[src/rtl/disp_pkg.sv]
package disp_pkg;
  localparam int unsigned BUS_W   = 16;
  localparam int unsigned CHAR_W  = 8;
  localparam logic [BUS_W-1:0] STAT_ADDR = 16'hF3FC;
  localparam logic [BUS_W-1:0] DATA_ADDR = 16'hF3FF;
  localparam int unsigned RDY_BIT = BUS_W - 1;

  typedef enum logic [1:0] {
    SEL_NONE = 2'd0,
    SEL_STAT = 2'd1,
    SEL_DATA = 2'd2
  } reg_sel_e;
endpackage

[src/rtl/disp_rst_sync.sv]
module disp_rst_sync #(
  parameter int unsigned STAGES = 2
) (
  input  logic clk,
  input  logic rst_n,
  output logic rst_n_sync
);
  logic [STAGES-1:0] sync_q;

  always_ff @(posedge clk or negedge rst_n) begin
    if (!rst_n) sync_q <= '0;
    else        sync_q <= {sync_q[STAGES-2:0], 1'b1};
  end

  assign rst_n_sync = sync_q[STAGES-1];
endmodule

[src/rtl/disp_addr_dec.sv]
module disp_addr_dec
  import disp_pkg::*;
#(
  parameter int unsigned ADDR_W = BUS_W,
  parameter logic [ADDR_W-1:0] STAT_A = STAT_ADDR,
  parameter logic [ADDR_W-1:0] DATA_A = DATA_ADDR
) (
  input  logic [ADDR_W-1:0] addr,
  output reg_sel_e          sel
);
  always_comb begin
    if (addr == STAT_A)      sel = SEL_STAT;
    else if (addr == DATA_A) sel = SEL_DATA;
    else                     sel = SEL_NONE;
  end
endmodule

[src/rtl/disp_hs_ctrl.sv]
module disp_hs_ctrl #(
  parameter int unsigned CW = 8
) (
  input  logic          clk,
  input  logic          rst_n,
  input  logic          wr_data,
  input  logic [CW-1:0] wchar,
  input  logic          ack,
  output logic          busy,
  output logic [CW-1:0] char_q
);
  logic busy_q, busy_d;
  logic load;

  always_comb begin
    load   = wr_data && !busy_q;
    busy_d = busy_q;
    if (load)              busy_d = 1'b1;
    else if (busy_q && ack) busy_d = 1'b0;
  end

  always_ff @(posedge clk or negedge rst_n) begin
    if (!rst_n) busy_q <= 1'b0;
    else        busy_q <= busy_d;
  end

  always_ff @(posedge clk or negedge rst_n) begin
    if (!rst_n)    char_q <= '0;
    else if (load) char_q <= wchar;
  end

  assign busy = busy_q;
endmodule

[src/rtl/disp_rd_mux.sv]
module disp_rd_mux
  import disp_pkg::*;
#(
  parameter int unsigned DW = BUS_W,
  parameter int unsigned CW = CHAR_W,
  parameter int unsigned RB = DW - 1
) (
  input  logic          re,
  input  reg_sel_e      sel,
  input  logic          ready,
  input  logic [CW-1:0] char_q,
  output logic [DW-1:0] rdata
);
  logic [DW-1:0] stat_word, data_word;

  always_comb begin
    stat_word     = '0;
    stat_word[RB] = ready;
    data_word     = '0;
    data_word[CW-1:0] = char_q;
  end

  always_comb begin
    rdata = '0;
    if (re) begin
      case (sel)
        SEL_STAT: rdata = stat_word;
        SEL_DATA: rdata = data_word;
        default:  rdata = '0;
      endcase
    end
  end
endmodule

[src/rtl/disp_out_port.sv]
module disp_out_port
  import disp_pkg::*;
#(
  parameter int unsigned DW = BUS_W,
  parameter int unsigned CW = CHAR_W,
  parameter logic [DW-1:0] STAT_A = STAT_ADDR,
  parameter logic [DW-1:0] DATA_A = DATA_ADDR
) (
  input  logic          clk,
  input  logic          rst_n,
  input  logic [DW-1:0] addr,
  input  logic [DW-1:0] wdata,
  input  logic          we,
  input  logic          re,
  output logic [DW-1:0] rdata,
  output logic          char_valid,
  output logic [CW-1:0] char_code,
  input  logic          char_ack
);
  localparam int unsigned RB = DW - 1;

  logic     rst_n_sync;
  reg_sel_e sel;
  logic     busy;
  logic [CW-1:0] char_q;
  logic     unused_wdata_hi;

  assign unused_wdata_hi = ^wdata[DW-1:CW];

  disp_rst_sync #(.STAGES(2)) u_rst (
    .clk(clk), .rst_n(rst_n), .rst_n_sync(rst_n_sync)
  );

  disp_addr_dec #(.ADDR_W(DW), .STAT_A(STAT_A), .DATA_A(DATA_A)) u_dec (
    .addr(addr), .sel(sel)
  );

  disp_hs_ctrl #(.CW(CW)) u_hs (
    .clk(clk), .rst_n(rst_n_sync),
    .wr_data(we && (sel == SEL_DATA)),
    .wchar(wdata[CW-1:0]),
    .ack(char_ack),
    .busy(busy), .char_q(char_q)
  );

  disp_rd_mux #(.DW(DW), .CW(CW), .RB(RB)) u_mux (
    .re(re), .sel(sel), .ready(!busy), .char_q(char_q), .rdata(rdata)
  );

  assign char_valid = busy;
  assign char_code  = char_q;
endmodule

[config.mk]
export PLATFORM = sky130hd
export DESIGN_NAME = disp_out_port
export DESIGN_NICKNAME = d
export VERILOG_FILES = /design/src/rtl/disp_pkg.sv /design/src/rtl/disp_rst_sync.sv /design/src/rtl/disp_addr_dec.sv /design/src/rtl/disp_hs_ctrl.sv /design/src/rtl/disp_rd_mux.sv /design/src/rtl/disp_out_port.sv
export SDC_FILE = /design/constraint.sdc
export NUM_CORES = 1
export LEC_CHECK = 0
export CORE_MARGIN = 2
export CORE_UTILIZATION = 32
export CTS_BUF_LIST = sky130_fd_sc_hd__clkbuf_8
export DETAILED_ROUTE_END_ITERATION = 10
export PLACE_DENSITY = 0.9
export SYNTH_ARGS = -nofsm -noshare
export SYNTH_HDL_FRONTEND = slang
export SYNTH_SLANG_ARGS = --single-unit
export TNS_END_PERCENT = 20
[constraint.sdc]
create_clock -name clk -period 4.85 [get_ports clk]
set_input_delay 0.97 -clock clk [delete_from_list [all_inputs] [get_ports clk]]
set_output_delay 0.97 -clock clk [all_outputs]
set_load 0.01 [all_outputs]
* Word level (Yosys, flattened, before mapping)
Index checks and enable logic that the tools add are counted. W data, S select, Z words.
Cells by class: equal/unequal tests 4, mux-type cells 6, reductions and logical operators 5
Operators with widths (count):
- $eq A16 B16 Y1 const B | 2
- $pmux W16 S2 | 1
- $mux W16 | 1
- $mux W2 | 2
- $logic_and A1 B1 Y1 | 3
- $eq A2 B1 Y1 const B | 1
- $eq A2 B2 Y1 const B | 1
- $mux W1 | 2
- $reduce_bool A2 Y1 | 1
- $logic_not A1 Y1 | 1
Storage, ports and cells: bits in registers 11, input bits 37, output and inout port bits 25, word-level logic and storage cells 18

* Logic depth before layout (Yosys ltp)
depth after elaboration 7, mapped depth 4, depth with buffers taken out 4

* Cells and area by module
From an unflattened synthesis, not the netlist that was laid out.
Second synthesis, totals: cell total of the unflattened synthesis 54, area, all modules 653.1 um^2
Modules (own cells, without submodules):
- disp_hs_ctrl | instances 1, cells an instance 21, area an instance 374.1 um^2, seq. area each 225.2 um^2
- disp_rd_mux | instances 1, cells an instance 21, area an instance 158.9 um^2, seq. area each 0.0 um^2
- disp_addr_dec | instances 1, cells an instance 7, area an instance 53.8 um^2, seq. area each 0.0 um^2
- disp_rst_sync | instances 1, cells an instance 3, area an instance 53.8 um^2, seq. area each 50.0 um^2
- disp_out_port | instances 1, cells an instance 2, area an instance 12.5 um^2, seq. area each 0.0 um^2

* Worst setup path after synthesis
Ideal clock, no wire load.
kind input port to output port, from input addr[10], to output rdata[15], arrival time 1.964 ns, data required time 3.880 ns, path slack 1.916 ns, cell stages on the path 4, path buffers 0, cell sequence nand4bb_4 nor4_4 nand2_1 nor4_1
On the way: word-level cells in the longest chain between the ends 6, elaborated cells on any way between the ends 8, those cells by class 4 x eq/ne; 4 x mux
Ends and longest elaborated chain:
- start: declaration | line disp_out_port.sv:11 | input logic [DW-1:0] addr,
- $eq A16 B16 Y1 | line disp_addr_dec.sv:13 | else if (addr == DATA_A) sel = SEL_DATA;
- $mux W2 | line disp_addr_dec.sv:13
- $mux W2 (*) | line disp_addr_dec.sv:12 | if (addr == STAT_A) sel = SEL_STAT;
- $eq A2 B2 Y1 or $eq A2 B1 Y1 (tied branches) | line disp_rd_mux.sv:26 | case (sel)
- $pmux W16 S2 (*) | line disp_rd_mux.sv:26
- $mux W16 (*) | line disp_rd_mux.sv:25 | if (re) begin
- end: declaration | line disp_out_port.sv:15 | output logic [DW-1:0] rdata,
Every way passes the cells marked *; elsewhere a longest branch is shown, timed or not.

* Worst setup path after layout
from input addr[9], to output rdata[0]
The elaborated chain is that of the path after synthesis.

==> out/qor.yml <==
status:
  status: "complete, no violations"
die:
  dieArea_um2: 2260
  die_height_um: 47.5
  initial_utilization: 0.347
  core_area_um2: 1750
  fp.dieW_um: 47.5
  row_count: 15
  ios: 62
clock_tree:
  cts_buffer_depth: 2
  cts_hold_buf: 0
  htreeDepth: 1
  cts.sinks: 11
  clkSlewWorstSetupHoldPaths_ns: 0.05
  insertion_delay_ns: 0.23
  cts_tree: "built"
  cts_inserted_buffers: 3
  cts_setup_buffers: 0
  postCtsResizedCells: 0
  cts-root-buf: "clkbuf_8"
synthesis:
  synthSimpleGateAreaFrac: 0.264
  synth_adder_area_share: 0
  synth-main-ff-cell: "dfrtp_1"
  synth_edf_count: 0
  synth_cell_type_count: 15
  synth_top_family_by_area: "simple AND/OR/NAND/NOR gates"
  synth.avg_cell_area_um2: 12.6
  synth_common_cells: "11 x dfrtp_1, 9 x and2_1, 7 x buf_4"
  synth_compound_area_frac: 0.00826
  synth_warnings: 0
  syn-cell-area_um2: 606
  async_flop_share: 1.00
  synth-seq-cells: 11
  synth_area_leader_cell: "dfrtp_1"
  synth_area_leaders: "dfrtp_1 45%, and2_1 9.3%, mux2_2 9.3%, buf_4 8.7%, mux2_4 7.4%"
  synthMuxAreaShare: 0.167
  synthCells: 48
  yosysTopAreaCellShare: 0.455
  synthXorXnorAreaFrac: 0
  yosysSeqAreaShare: 0.455
  yosysMostFrequentCell: "dfrtp_1"
sta:
  post-route-min-period_ns: 3.92
  holdWs_ns: 0.141
  skew_ns: 0.000434
  min_period_over_period: 0.807
  slew_viol_final: 0
  rsz0062_at_grt: "false"
  fmax_mhz: 255
  fin_setup_tns_ns: 0
  setup_viol: 0
  hold_viol: 0
min_path:
  holdCritPathClass: "reg2async"
route:
  via_per_inst: 4.24
  drc: 0
  drt_iter0_markers: 0
  first_pass_iters: 1
  vias: 517
  wl_met2_um: 926
  drtAntennaViolNets: 0
  route.met3.wl_um: 78
  top_layer: "met4"
  wl_met1_um: 475
  drt-total-wl_um: 1510
  wire_per_inst_um: 12.4
placed_design:
  io_buffers: 46
  routabilityCongestion: 0.682
  dpl-instance-area_um2: 1070
  hpwlAfterDp_um: 1310
layout:
  drive_above_1_share: 0.155
  diodes: 0
  stdcell_area_um2: 1110
  layout.nets: 135
  area_growth_pct: 83.7
power_and_ir_drop:
  p_leak_nw: 0.486
  ir_worst_vdd_uv: 149
  pwr_density_cell_nw_per_um2: 190
grt:
  grt_first_pass_wirelength_um: 2190
  grt.total_usage: 0.146
  grt_pass1_vias: 525
  grt-ovfl-total: 0
  grt_antenna_before_repair: 0
  grt_max_degree: 10
setup_path:
  path_max_fanout: 8
  path_common_cell: "clkdlybuf4s50_1"
  cp_cell_sequence: "clkdlybuf4s50_1, nand4bb_4, nor4_4, and3_2, and2_1, clkdlybuf4s50_1"
  cp-end-kind: "output port"
  cpPeakStageDelay_ns: 0.54
  critical-path-slowest-cell: "clkdlybuf4s50_1"
  crit_type: "in2out"
  startpoint_type: "input pin"
  rrSetupSlack_ns: 3.64
  critPathRequiredTime_ns: 3.88
  cp_data_arrival_time_ns: 2.95
flow_run:
  maxCapViolCount: 0
report_power, final:
group / switching [mW] / internal [mW] / total (mW)
clock network: 0.0319 / 0.0554 / 0.0872
logic: 0.00798 / 0.0214 / 0.0294
registers: 0.00148 / 0.0928 / 0.0943
total: 0.0413 / 0.170 / 0.211
critical path: cells and delay by family:
| family | cells | cell delay [ns] |
|---|---|---|
| simple gates | 4 | 0.93 |
| buf+inv | 2 | 1.04 |
per-layer routing:
metal | track usage | up-vias
met5 | 0 | -
met4 | 0.0556 | 0
met3 | 0.0453 | 2
met2 | 0.308 | 21
met1 | 0.119 | 247
li1 | - | 247
sequential cells by signal, summed over array words and instances (netlist names):
name,count
u_rst.sync_q,2
u_hs.busy,1
u_hs.char_q,8
placed cells by master (no fill, tap or decap):
master           instances
mux2_2                   5
and3_2                   1
mux2_4                   3
nand4bb_4                1
nand4_4                  1
nand2_1                  2
nand4_1                  2
clkbuf_8                 3
clkdlybuf4s50_1         46
nor4_1                   1
inv_1                    2
conb_1                   8
and2_1                   9
nor4_4                   1
o21ai_0                  1
dfrtp_1                 11
layout make-up:
class	count	area [um^2]
clock buffers	3	41.3
clock inverters	1	3.75
fillers	150	633
inverters	1	3.75
multi-input cells	35	297
flip-flops and latches	11	275
well taps	25	31.3
repair buffers	46	460
cell families (layout without fill, tap and decap cells):
logic type,count (synthesis),count (layout)
other cells,2,8
simple gates,18,18
compound gates,1,1
buf+inv,8,51
flops,11,11
mux,8,8
final timing paths:
path | from | to | cells past startpoint
setup / recovery | addr[9] | rdata[0] | 6
hold / removal | u_rst.sync_q[1] | u_hs.char_q[0] | 0
setup reg to reg | u_hs.busy | u_hs.char_q[2] | 3
hold reg to reg | u_rst.sync_q[1] | u_hs.char_q[0] | 0
max in group asynchronous | rst_n | u_rst.sync_q[1] | 1
min in group clk | u_rst.sync_q[0] | u_rst.sync_q[1] | 0
per-stage QoR:
| step | power (mW) | worst slack, ns | utilization | cells |
|---|---|---|---|---|
| detailed placement | 0.125 | 0.903 | 0.611 | 118 |
| global route | 0.223 | 0.813 | 0.637 | 122 |
| global placement | 0.124 | 0.915 | 0.611 | 118 |
| floorplan | 0.105 | 1.92 | - | 54 |
| finish | 0.211 | 0.935 | 0.637 | 122 |
| CTS | 0.215 | 0.903 | 0.637 | 122 |
Note: power is estimated with default switching activity, not from simulation.
